File: config.mk
export PLATFORM = sky130hd
export DESIGN_NAME = membus_arbiter
export DESIGN_NICKNAME = d
export VERILOG_FILES = /design/src/rtl/membus_arbiter.sv
export SDC_FILE = /design/constraint.sdc
export NUM_CORES = 1
export LEC_CHECK = 0
export BUFFER_PORTS_ARGS = -buffer_cell sky130_fd_sc_hd__buf_4
export CAP_MARGIN = 0
export CORE_MARGIN = 2
export CORE_UTILIZATION = 43
export DETAILED_ROUTE_END_ITERATION = 16
export GPL_ROUTABILITY_DRIVEN = 0
export PLACE_DENSITY = 0.76
export SYNTH_ARGS = -nofsm -noshare
export SYNTH_HDL_FRONTEND = slang
export SYNTH_SLANG_ARGS = --single-unit
File: constraint.sdc
create_clock -name clk -period 1.51 [get_ports clk]
set_input_delay 0.151 -clock clk [delete_from_list [all_inputs] [get_ports clk]]
set_output_delay 0.151 -clock clk [all_outputs]
set_load 0.02 [all_outputs]
File: src/rtl/membus_arbiter.sv
`timescale 1ns/1ps
module membus_arbiter #(
  parameter int AW  = 12,
  parameter int DW  = 16,
  parameter int WSW = 2
) (
  input  logic           clk,
  input  logic           rst_n,
  input  logic           host_rd,
  input  logic           host_wr,
  input  logic [AW-1:0]  host_addr,
  input  logic [DW-1:0]  host_wdata,
  output logic [DW-1:0]  host_rdata,
  output logic           host_wait,
  input  logic [WSW-1:0] ws_flash,
  input  logic [WSW-1:0] ws_sram,
  input  logic           cpu_req,
  input  logic           cpu_we,
  input  logic [AW-1:0]  cpu_addr,
  input  logic [DW-1:0]  cpu_wdata,
  output logic [DW-1:0]  cpu_rdata,
  output logic           cpu_done,
  output logic           mem_cyc,
  output logic           mem_flash,
  output logic           mem_we,
  output logic           mem_last,
  output logic [AW-1:0]  mem_addr,
  output logic [DW-1:0]  mem_wdata,
  input  logic [DW-1:0]  mem_rdata,
  output logic [1:0]     bus_owner
);
  localparam logic [1:0] OWN_IDLE = 2'd0, OWN_CPU = 2'd1, OWN_PW = 2'd2, OWN_HRD = 2'd3;

  logic [1:0]     owner, nxt;
  logic [WSW-1:0] cnt, nxt_ws;
  logic [AW-1:0]  cur_addr, pw_addr, nxt_addr;
  logic [DW-1:0]  cur_wdata, pw_wdata, nxt_wdata, rd_q;
  logic           cur_we, nxt_we, pw_valid, wr_acc, rd_done, last_cpu;

  wire done    = (owner != OWN_IDLE) && (cnt == '0);
  wire decide  = (owner == OWN_IDLE) || done;
  wire pw_eff  = pw_valid && !(done && owner == OWN_PW);
  wire hrd_req = host_rd && !rd_done;
  wire hrd_eff = hrd_req && !(done && owner == OWN_HRD);
  wire wr_take = host_wr && !wr_acc && !pw_valid;

  always_comb begin
    if (pw_eff)                   nxt = OWN_PW;
    else if (hrd_eff && last_cpu) nxt = OWN_HRD;
    else if (cpu_req)             nxt = OWN_CPU;
    else if (hrd_eff)             nxt = OWN_HRD;
    else                          nxt = OWN_IDLE;
  end

  always_comb begin
    case (nxt)
      OWN_PW:  begin nxt_addr = pw_addr;   nxt_wdata = pw_wdata;  nxt_we = 1'b1;   end
      OWN_HRD: begin nxt_addr = host_addr; nxt_wdata = '0;        nxt_we = 1'b0;   end
      default: begin nxt_addr = cpu_addr;  nxt_wdata = cpu_wdata; nxt_we = cpu_we; end
    endcase
    nxt_ws = nxt_addr[AW-1] ? ws_flash : ws_sram;
  end

  always_ff @(posedge clk) begin
    if (!rst_n) begin
      owner     <= OWN_IDLE;
      cnt       <= '0;
      cur_addr  <= '0;
      cur_wdata <= '0;
      cur_we    <= 1'b0;
      last_cpu  <= 1'b0;
    end else if (decide) begin
      owner     <= nxt;
      cnt       <= nxt_ws;
      cur_addr  <= nxt_addr;
      cur_wdata <= nxt_wdata;
      cur_we    <= nxt_we && (nxt != OWN_IDLE);
      if (nxt == OWN_CPU)       last_cpu <= 1'b1;
      else if (nxt != OWN_IDLE) last_cpu <= 1'b0;
    end else begin
      cnt <= cnt - 1'b1;
    end
  end

  always_ff @(posedge clk) begin
    if (!rst_n) begin
      pw_valid <= 1'b0;
      pw_addr  <= '0;
      pw_wdata <= '0;
      wr_acc   <= 1'b0;
    end else begin
      if (done && owner == OWN_PW) pw_valid <= 1'b0;
      if (wr_take) begin
        pw_valid <= 1'b1;
        pw_addr  <= host_addr;
        pw_wdata <= host_wdata;
      end
      if (!host_wr)     wr_acc <= 1'b0;
      else if (wr_take) wr_acc <= 1'b1;
    end
  end

  always_ff @(posedge clk) begin
    if (!rst_n) begin
      rd_done <= 1'b0;
      rd_q    <= '0;
    end else if (!host_rd) begin
      rd_done <= 1'b0;
    end else if (done && owner == OWN_HRD) begin
      rd_done <= 1'b1;
      rd_q    <= mem_rdata;
    end
  end

  assign host_wait  = (host_wr && !wr_acc && pw_valid) || hrd_req;
  assign host_rdata = rd_q;
  assign cpu_done   = done && owner == OWN_CPU;
  assign cpu_rdata  = mem_rdata;
  assign mem_cyc    = owner != OWN_IDLE;
  assign mem_last   = done;
  assign mem_addr   = cur_addr;
  assign mem_flash  = mem_cyc && cur_addr[AW-1];
  assign mem_we     = mem_cyc && cur_we;
  assign mem_wdata  = cur_wdata;
  assign bus_owner  = owner;
endmodule


==> results.rst, run 1 <==
.. list-table::
   :header-rows: 1

   * - Metric
     - Value
   * - Max-cap viol count
     - 0
   * - GRT overflow
     - 0
   * - Ys async rst share
     - 0%
   * - CTS sink cnt
     - 81
   * - Synthesis-to-finish area growth
     - 59.4%
   * - Final Critical Period
     - 1.73 ns
   * - Final worst slack
     - -0.222 ns
   * - Area of the mapped netlist
     - 0.00356 mm²
   * - Share of synthesized area occupied by flip-flops and latches
     - 45.6%
   * - Wirelength per Cell
     - 17.0 µm
   * - Type of the worst min-delay path
     - input pin to flop
   * - Hold_ws
     - 0.0244 ns
   * - # hold bufs at CTS
     - 0
   * - Via Count
     - 3,749
   * - Worst path required time
     - 1.80 ns
   * - Vertical die dimension
     - 95.0 µm
   * - Max-slew headroom at the worst pin
     - approximately three fifths
   * - Main flop type after synthesis
     - dfxtp_1
   * - Beginning of the critical path
     - cnt[1]$_SDFF_PN0_
   * - Number of nets in the finished design
     - 669
   * - Cell depth of the worst flop-to-flop path
     - 8
   * - I/O pin total
     - 150
   * - WS Path Type
     - flop to flop
   * - Final Max Tran Viols
     - 0
   * - Pin count of the biggest net entering global routing
     - 32
   * - Initial DRC count
     - 162
   * - Clock tree from TritonCTS
     - done
   * - Highest net fanout along the worst path
     - 6
   * - Number of register bits inferred by synthesis
     - 81
   * - Site row count
     - 33
   * - Commonest non-fill, non-tap cells in the layout
     - 168 x buf_4, 97 x nand2_1, 75 x dfxtp_1
   * - PortBufs
     - ~150
   * - RSZ-0062 raised after global routing
     - true
   * - Half-perimeter wire length of the detailed placement result
     - roughly 7.4 mm
   * - Worst hold path depth
     - 3
   * - Clock-pin slew on the worst setup and hold paths
     - roughly 0.09 ns
   * - Most common library cell in the layout ignoring fill and taps
     - buf_4
   * - Via count of the first global-routing pass
     - ~3,500
   * - Share of final-layout standard cells stronger than drive strength 1
     - 47.0%
   * - DRC viols
     - 0
   * - Clock tree buffer depth
     - 2
   * - Non-filler cells, final
     - 696
   * - Critical Path Sink Type
     - flop
   * - Post-Synthesis Net Count
     - 511
   * - Initial cell density of the core
     - a little over two fifths
   * - Transition time at the pin with the least slew margin
     - 0.594 ns
   * - Average instance area after synthesis
     - about 8.3 µm²
   * - Failing checks
     - negative setup slack
   * - Largest voltage drop on the vdd net
     - 0.823 mV
   * - Final hold viol count
     - 0
   * - Hold_sp
     - cpu_wdata[3]
   * - Setup crit start kind
     - flop
   * - Number of instances in the placed design
     - 661
   * - Pre-Repair DR Iteration Count
     - 4
   * - Data arrival time of the critical path
     - 2.02 ns
   * - Floorplan Core Area
     - 0.00813 mm²
   * - Static Leakage
     - 0.00244 µW
   * - Fraction of the cycle the final worst path needs
     - 115%
   * - Status
     - complete, but fails checks
   * - Root Driver
     - clkbuf_8
   * - Distinct cell type count after synthesis
     - 39
   * - Worst clock skew on the final layout
     - 0.0118 ns
   * - Number of enable-type register cells in the synthesized netlist
     - 0
   * - First-pass GRT wire length
     - 17.0 mm
   * - Post-route core utilization
     - a little over two thirds
   * - Global-route usage over all layers
     - 24.4%
   * - Area of all placed cells without fillers
     - 0.00567 mm²
   * - Synth Warn #
     - 0
   * - Total cell area at the placement stage
     - between 0.004 and 0.005 mm²
   * - F_max
     - 0.577 GHz
   * - Detail-routed via count per cell
     - 5.39
   * - Sum of routed wire length over all layers
     - 11.8 mm
   * - Worst flop-to-flop path startpoint
     - cnt[1]$_SDFF_PN0_
   * - PD cells
     - 1240 mW/mm²
   * - # H-tree levels
     - 3
   * - Area of the die
     - 0.00902 mm²
   * - Post-route ant nets
     - 0
   * - Cells after synthesis
     - roughly 430
   * - Count of final setup violators
     - 35
   * - Clock latency on the worst-skew pair
     - 0.36 ns
   * - CTS Buf Count
     - 9
   * - Die W
     - 95.0 µm
   * - ANT cells
     - 0
   * - Antenna violations before repair
     - 0
-- Yosys cell counts (2+ instances only) --
library cell	n	area share [%]
o21ai_0	29	4.1
nand3_1	7	0.98
clkbuf_1	21	2.2
nor2_1	19	2.0
inv_1	5	0.53
o211a_1	2	0.56
nand2b_1	2	0.35
buf_1	3	0.32
o21ai_1	2	0.28
a22oi_1	8	1.7
a31oi_1	2	0.35
dfxtp_1	81	46
a21bo_2	2	0.56
a21o_1	7	1.5
and2_1	4	0.70
a21oi_1	14	2.0
buf_2	7	0.98
and3_1	2	0.35
buf_4	18	3.8
nor2b_1	5	0.88
a221oi_1	20	4.9
a21boi_0	44	9.3
nand2_1	105	11
o211ai_1	2	0.42
mux2_2	2	0.63
a21boi_1	2	0.42
-- per-layer routing --
layer,vias up,global-route usage (%),routed length (µm)
met4,0,8.09,228
li1,1783,-,-
met3,22,5.83,968
met1,1789,29.6,4670
met5,-,0,0
met2,155,42.4,5940
-- flip-flops by register name, summed over array words and instances (netlist names) --
signal / count
pw_addr: 12
bus_owner: 2
host_rdata: 16
pw_wdata: 16
mem_addr: 12
rd_done: 1
cnt: 2
wr_acc: 1
pw_valid: 1
mem_wdata: 16
last_cpu: 1
cur_we: 1
-- metrics by stage --
step	total power, µW	setup TNS (ns)	setup slack [ns]
CTS	6620	-3.82	-0.160
floorplan	3880	-0.0210	-0.0210
global placement	4840	-3.65	-0.122
detailed placement	4900	-6.25	-0.194
finish	7050	-5.22	-0.222
global route	7370	-7.68	-0.296
-- cells by family after synthesis --
kind of cell	Yosys count	share of synthesized area [%]
buf+inv	54	7.84
fa+ha+maj	1	0.352
mux	2	0.633
flops	81	45.6
compound gates	141	28.3
simple gates	149	17.3
-- worst paths after layout --
check,to,slack [ns]
max,mem_addr[7]$_SDFFE_PN0N_,-0.22
min,mem_wdata[3]$_SDFFE_PN0N_,0.02
max reg2reg,mem_addr[7]$_SDFFE_PN0N_,-0.22
min reg2reg,host_rdata[8]$_SDFFE_PN0P_,0.46
-- cell type report --
cell class | count | area (µm²)
fillers | 625 | 2460
repair buffers | 195 | 1700
inverters | 5 | 18.8
well taps | 105 | 131
clock inverters | 7 | 53.8
multi-input cells | 294 | 2010
flip-flops and latches | 81 | 1630
clock buffers | 9 | 124
-- report_power, final --
part	switching, µW	leakage [µW]	internal, µW
Clock	854	0.0000827	611
Combinational	1520	0.00169	1440
Sequential	197	0.000667	2420
Total	2570	0.00244	4480
-- worst max-delay path, cell delays in order (launching register included) --
cell and delay, ns:
dfxtp_2 0.33, inv_2 0.06, ha_4 0.15, nand3b_1 0.12, buf_4 0.17, a2111oi_4 0.43, buf_6 0.21, nand2_1 0.06
a21oi_1 0.13
-- what timing repair did --
action,4_1_cts,5_1_grt
gates resized for setup,40,51
endpoints found under the hold margin,0,0
pin swaps,25,40
buffers inserted,8,6
setup endpoints to repair,51,45
cloned,2,5
Note: power is estimated with default switching activity, not from simulation.
==> inputs of run 2 (changes only) <==
Settings changed: CELL_PAD_IN_SITES_DETAIL_PLACEMENT set to 1, CELL_PAD_IN_SITES_GLOBAL_PLACEMENT set to 1, CORE_UTILIZATION 43 to 31, PLACE_DENSITY 0.76 to unset, PLACE_DENSITY_LB_ADDON set to 0.1.
==> results.rst, run 2 (synthesis gave the netlist of run 1 again) <==
.. list-table::
   :header-rows: 1

   * - Metric
     - Value
   * - Status
     - complete, but fails checks
   * - Failing checks
     - negative setup slack
   * - Highest net fanout along the worst path
     - 6
   * - Proportion of total power due to net switching
     - a little over a third
   * - Sum of routed wire length over all layers
     - 12.6 mm
   * - Clock-pin slew on the worst setup and hold paths
     - roughly 0.07 ns
   * - Worst clock skew on the final layout
     - ~0.0065 ns
   * - Largest voltage drop on the vdd net
     - 0.628 mV
   * - Synthesis-to-finish area growth
     - 64.6%
   * - Floorplan Core Area
     - 0.0113 mm²
   * - F_max
     - 0.563 GHz
   * - Share of final-layout standard cells stronger than drive strength 1
     - 48.8%
   * - Most common library cell in the layout ignoring fill and taps
     - buf_4
   * - Global-route usage over all layers
     - about 20%
   * - Number of nets in the finished design
     - between 600 and 700
   * - PortBufs
     - 149
   * - Fraction of the cycle the final worst path needs
     - 118%
   * - Post-route ant nets
     - 0
   * - Beginning of the critical path
     - cnt[1]$_SDFF_PN0_
   * - Share of power burned in the clock network
     - a little over a quarter
   * - Combinational share of power
     - 38.7%
   * - Setup crit start kind
     - flop
   * - CTS Buf Count
     - 9
   * - Initial DRC count
     - approximately 130
   * - Worst flop-to-flop path startpoint
     - cnt[1]$_SDFF_PN0_
   * - Critical Path Sink Type
     - flop
   * - CTS sink cnt
     - 81
   * - Initial cell density of the core
     - 31.4%
   * - Final worst slack
     - -0.266 ns
   * - Root Driver
     - clkbuf_16
   * - Cell depth of the worst flop-to-flop path
     - 8
   * - RSZ-0062 raised after global routing
     - true
   * - Max-cap viol count
     - 0
   * - Type of the worst min-delay path
     - input pin to flop
   * - Count of final setup violators
     - 33
   * - Number of filler instances in the final layout
     - about 1,300
   * - WS Path Type
     - flop to flop
   * - Half-perimeter wire length of the detailed placement result
     - 8.54 mm
   * - First-pass GRT wire length
     - 19.9 mm
   * - Worst path required time
     - around 1.8 ns
   * - Destination of the worst register-to-register timing path
     - mem_addr[8]$_SDFFE_PN0N_
   * - Max-slew headroom at the worst pin
     - around 72%
   * - Via count of the first global-routing pass
     - 3,717
   * - Pin count of the biggest net entering global routing
     - 31
   * - Site row count
     - 39
   * - Total cell area at the placement stage
     - 0.00492 mm²
   * - Worst reg2reg setup slack
     - -0.27 ns
   * - Detail-routed via count per cell
     - 4.96
   * - Static Leakage
     - 0.00252 µW
   * - Clock tree buffer depth
     - 2
   * - # H-tree levels
     - 3
   * - Final Max Tran Viols
     - 0
   * - # hold bufs at CTS
     - 0
   * - DRC viols
     - 0
   * - Via Count
     - roughly 3,700
   * - Pre-Repair DR Iteration Count
     - 4
   * - Switching Power
     - around 2700 µW
   * - Commonest non-fill, non-tap cells in the layout
     - 173 x buf_4, 94 x nand2_1, 75 x dfxtp_1
   * - Transition time at the pin with the least slew margin
     - 0.424 ns
   * - Clock latency on the worst-skew pair
     - approximately 0.34 ns
   * - PD cells
     - 1300 mW/mm²
   * - Data arrival time of the critical path
     - a little over 2 ns
   * - ANT cells
     - 0
   * - Vertical die dimension
     - 111 µm
   * - Wirelength per Cell
     - ~17 µm
   * - Design Power
     - 7640 µW
   * - Final hold viol count
     - 0
   * - Area of all placed cells without fillers
     - 0.00586 mm²
   * - Area of the die
     - 0.0124 mm²
   * - Internal Dissipation
     - 4980 µW
   * - Final Critical Period
     - around 1.8 ns
   * - Clock tree from TritonCTS
     - done
   * - Die W
     - 111 µm
   * - Antenna violations before repair
     - 0
   * - I/O pin total
     - 150
   * - GRT overflow
     - 0
   * - Capture point of the critical path
     - mem_addr[8]$_SDFFE_PN0N_
   * - Sequential group share of total power
     - between 30% and 40%
==> run 2: cell count changes in the layout (fill, tap and decap cells not counted), moves of 2 or more <==
| cell | previous run | this run |
|---|---|---|
| a21oi_1 | 5 | 2 |
| a21oi_2 | 9 | 12 |
| a22oi_1 | 7 | 5 |
| a22oi_2 | 1 | 3 |
| buf_12 | 9 | 6 |
| buf_16 | 0 | 2 |
| buf_4 | 168 | 173 |
| buf_6 | 13 | 15 |
| buf_8 | 1 | 3 |
| clkbuf_16 | 4 | 9 |
| clkbuf_8 | 9 | 0 |
| nand2_1 | 97 | 94 |
| nand2_4 | 2 | 6 |
==> run 2: how the worst min path moves through the flow <==
stage	startpoint	endpoint	slack (ns)	cells past startpoint
after floorplan	host_wr	wr_acc$_SDFFE_PN0P_	0.27	2
after global placement	host_wr	wr_acc$_SDFFE_PN0P_	0.40	3
after detailed placement	host_wr	wr_acc$_SDFFE_PN0P_	0.42	3
after CTS	cpu_wdata[2]	mem_wdata[2]$_SDFFE_PN0N_	0.04	3
after global routing	host_wdata[11]	pw_wdata[11]$_SDFFE_PN0P_	0.05	3
final	cpu_wdata[2]	mem_wdata[2]$_SDFFE_PN0N_	0.05	3
==> run 2: power groups by stage <==
stage	registers (µW)	clock network, µW	logic, µW
finish	2610	2070	2960
global route	2640	2240	3180
CTS	2610	2140	2690
detailed placement	2640	0	2290
global placement	2630	0	2250
floorplan	2840	0	1040
==> run 2: what timing repair did <==
item | CTS | global route
gates resized for setup | 61 | 54
gates cloned | 5 | 0
setup buffers | 9 | 5
hold endpoints to repair | 0 | 0
endpoints found under the setup margin | 46 | 55
pin swaps | 21 | 33
==> run 2: layout make-up <==
cell class	count	area, µm²	area share (%)
clock buffer	9	225	3.85
clock inverter	7	53.8	0.919
inverter	5	18.8	0.320
multi-input combinational	293	2060	35.2
sequential	81	1630	27.9
tap	143	179	3.05
timing repair buffer	199	1690	28.8
==> run 2: routing by layer <==
metal / part of all wire, % / vias to the layer above / global-route usage (%)
met4: 0.95 / 0 / 5.35
met1: 44 / 1737 / 24.6
met3: 5.7 / 11 / 5.90
li1: - / 1793 / -
met5: 0 / - / 0
met2: 50 / 113 / 34.8
==> run 2: metrics by stage <==
step	TNS (ns)	setup slack, ns	util [%]	hold slack [ns]	instances
floorplan	-0.0210	-0.0210	-	0.267	428
global placement	-1.34	-0.0704	43.4	0.405	703
detailed placement	-3.64	-0.184	43.4	0.416	703
CTS	-3.17	-0.132	49.5	0.0369	733
global route	-8.05	-0.329	51.7	0.0514	737
finish	-5.43	-0.266	51.7	0.0461	737
==> run 2: critical path: stages (launching register included) <==
cell	delay, ns
dfxtp_2	0.32
inv_2	0.06
ha_4	0.16
nand3b_1	0.13
buf_6	0.16
a2111oi_4	0.47
buf_6	0.22
nand2_1	0.09
a21oi_2	0.11
==> inputs of run 3 (changes only) <==
Settings changed: CAP_MARGIN 0 to 10, PLACE_DENSITY set to 0.75, PLACE_DENSITY_LB_ADDON 0.1 to unset, RECOVER_POWER set to 100.
==> results.rst, run 3 (synthesis gave the netlist of run 1 again) <==
.. list-table::
   :header-rows: 1

   * - Metric
     - Value
   * - Status
     - complete, but fails checks
   * - Failing checks
     - negative setup slack
   * - Site row count
     - 39
   * - Via count of the first global-routing pass
     - 3,891
   * - Combinational share of power
     - 35.9%
   * - Worst flop-to-flop path startpoint
     - cnt[1]$_SDFF_PN0_
   * - Initial cell density of the core
     - 31.4%
   * - Clock latency on the worst-skew pair
     - 0.34 ns
   * - Worst Hold Path EP
     - mem_wdata[1]$_SDFFE_PN0N_
   * - Worst hold path depth
     - 3
   * - Number of nets in the finished design
     - 672
   * - Clock-pin slew on the worst setup and hold paths
     - about 0.070 ns
   * - Setup crit start kind
     - flop
   * - Multi-input logic area
     - 0.00198 mm²
   * - Highest net fanout along the worst path
     - 5
   * - Switching Power
     - 2730 µW
   * - Proportion of total power due to net switching
     - 35.7%
   * - Initial DRC count
     - 191
   * - # H-tree levels
     - 3
   * - DRC viols
     - 0
   * - Max-cap viol count
     - 0
   * - GRT overflow
     - 0
   * - Worst clock skew on the final layout
     - 0.00611 ns
   * - WS Path Type
     - flop to flop
   * - PD cells
     - 1380 mW/mm²
   * - Critical Path Sink Type
     - flop
   * - RSZ-0062 raised after global routing
     - true
   * - Post-route core utilization
     - between 40 and 50%
   * - Synthesis-to-finish area growth
     - 56.6%
   * - Global-route usage over all layers
     - between 20% and 30%
   * - Detail-routed via count per cell
     - roughly 5.1
   * - Fraction of the cycle the final worst path needs
     - 120%
   * - # hold bufs at CTS
     - 0
   * - Clock tree from TritonCTS
     - done
   * - Cell family contributing the most delay on the critical path
     - buffers and inverters
   * - PortBufs
     - 149
   * - Sum of routed wire length over all layers
     - 14.0 mm
   * - ANT cells
     - 0
   * - Data arrival time of the critical path
     - 2.04 ns
   * - Antenna violations before repair
     - 0
   * - I/O pin total
     - 150
   * - Vertical die dimension
     - 111 µm
   * - Pin count of the biggest net entering global routing
     - 31
   * - Cell depth of the worst flop-to-flop path
     - 9
   * - Transition time at the pin with the least slew margin
     - 0.520 ns
   * - Cells along the critical path
     - inv_2 > ha_4 > nand3b_1 > buf_6 > buf_6 > and2_4 > clkbuf_16 > a221oi_2 > a21oi_2
   * - Static Leakage
     - ~0.0022 µW
   * - Type of the worst min-delay path
     - input pin to flop
   * - Register Area
     - approximately 0.0016 mm²
   * - CTS Buf Count
     - 9
   * - Cell type with the highest occurrence count on the critical path
     - buf_6
   * - Half-perimeter wire length of the detailed placement result
     - roughly 9.0 mm
   * - Floorplan Core Area
     - 0.0113 mm²
   * - Worst path required time
     - 1.74 ns
   * - Sequential group share of total power
     - 34.1%
   * - Via Count
     - 3,780
   * - Most common library cell in the layout ignoring fill and taps
     - buf_4
   * - Pre-Repair DR Iteration Count
     - 4
   * - CP peak stage delay
     - 0.32 ns
   * - Crit path max-delay cell type
     - dfxtp_2
   * - F_max
     - roughly 0.55 GHz
   * - Post-route ant nets
     - 0
   * - Largest voltage drop on the vdd net
     - a little under 0.7 mV
   * - Wirelength per Cell
     - 19.0 µm
   * - Die W
     - 111 µm
   * - Number of filler instances in the final layout
     - between 1,000 and 1,500
   * - Share of power burned in the clock network
     - 30.0%
   * - Root Driver
     - clkbuf_16
   * - Hold_sp
     - cpu_wdata[1]
   * - Share of final-layout standard cells stronger than drive strength 1
     - roughly 36%
   * - Clock tree buffer depth
     - 2
   * - Setup TNS
     - -8.31 ns
   * - Count of final setup violators
     - 49
   * - Internal Dissipation
     - between 4000 and 5000 µW
   * - Final Max Tran Viols
     - 0
   * - Destination of the worst register-to-register timing path
     - mem_addr[8]$_SDFFE_PN0N_
   * - CTS sink cnt
     - approximately 80
   * - Max-slew headroom at the worst pin
     - between 60 and 70%
   * - Hold_ws
     - 0.0526 ns
   * - First-pass GRT wire length
     - 20.2 mm
   * - Commonest non-fill, non-tap cells in the layout
     - 114 x buf_4, 98 x nand2_1, 76 x dfxtp_1
   * - Area of the die
     - 0.0124 mm²
   * - Worst reg2reg setup slack
     - -0.30 ns
   * - Buffer and inverter count on the worst path
     - 4
   * - Final worst slack
     - -0.298 ns
   * - Final Critical Period
     - 1.81 ns
   * - Final hold viol count
     - 0
[run 3: cell count changes in the layout (fill, tap and decap cells not counted), moves of 3 or more]
cell,previous run,this run
clkbuf_1,0,61
a21oi_1,2,7
clkbuf_16,9,12
buf_12,6,9
buf_6,15,10
nand2_4,6,0
buf_4,173,114
a22oi_2,3,0
a21oi_2,12,7
nand2_1,94,98
a22oi_1,5,8
[run 3: metrics by stage]
stage / setup slack (ns) / cell area [µm²] / power, µW / instances
finish: -0.298 / 5570 / 7670 / 737
global route: -0.363 / 5570 / 8020 / 737
CTS: -0.242 / 5480 / 7460 / 729
detailed placement: -0.228 / 4960 / 4970 / 704
global placement: -0.195 / 4960 / 4910 / 704
floorplan: -0.0210 / 3600 / 3880 / 428
[run 3: what timing repair did]
action / 4_1_cts / 5_1_grt
gates resized for setup: 33 / 42
buffers inserted: 8 / 5
pin swaps: 10 / 37
setup endpoints to repair: 52 / 44
cloned: 1 / 5
[run 3: worst max-delay path by stage]
| stage | cells past startpoint | start | endpoint |
|---|---|---|---|
| global placement | 7 | cnt[1]$_SDFF_PN0_ | mem_addr[7]$_SDFFE_PN0N_ |
| CTS | 9 | cnt[0]$_SDFF_PN0_ | mem_wdata[4]$_SDFFE_PN0N_ |
| finish | 9 | cnt[1]$_SDFF_PN0_ | mem_addr[8]$_SDFFE_PN0N_ |
| floorplan | 8 | cnt[1]$_SDFF_PN0_ | bus_owner[1]$_SDFFE_PN0N_ |
| global route | 8 | cnt[0]$_SDFF_PN0_ | last_cpu$_SDFFE_PN0P_ |
| detailed placement | 7 | cnt[1]$_SDFF_PN0_ | mem_addr[7]$_SDFFE_PN0N_ |
[run 3: cell type report]
cell class                      instances  share of cell area [%]
Multi-Input combinational cell        294                    35.5
Sequential cell                        81                    29.2
Timing Repair Buffer                  198                    26.3
Clock buffer                            9                    4.04
Tap cell                              143                    3.21
Clock inverter                          7                    1.37
Inverter                                5                   0.337
[run 3: worst reg2reg max path, cell delays in order, from the launching register on]
cell and delay, ns:
dfxtp_2 0.32, inv_2 0.06, ha_4 0.15, nand3b_1 0.13, buf_6 0.16, buf_6 0.11
and2_4 0.19, clkbuf_16 0.18, a221oi_2 0.31, a21oi_2 0.09
[run 3: power groups by stage]
stage | clock, µW | sequential, µW | combinational (µW)
after floorplan | 0 | 2840 | 1040
after global placement | 0 | 2630 | 2290
after detailed placement | 0 | 2630 | 2340
after CTS | 2300 | 2600 | 2560
after global routing | 2420 | 2650 | 2950
final | 2300 | 2620 | 2750
[run 3: per-layer routing]
layer	global-route usage, %	up-vias	wire length [µm]	part of all wire (%)
met5	0	-	0	0
met1	24.6	1833	5880	42
met4	6.58	0	170	1.2
met3	5.08	14	901	6.4
met2	35.4	139	7030	50
li1	-	1794	-	-
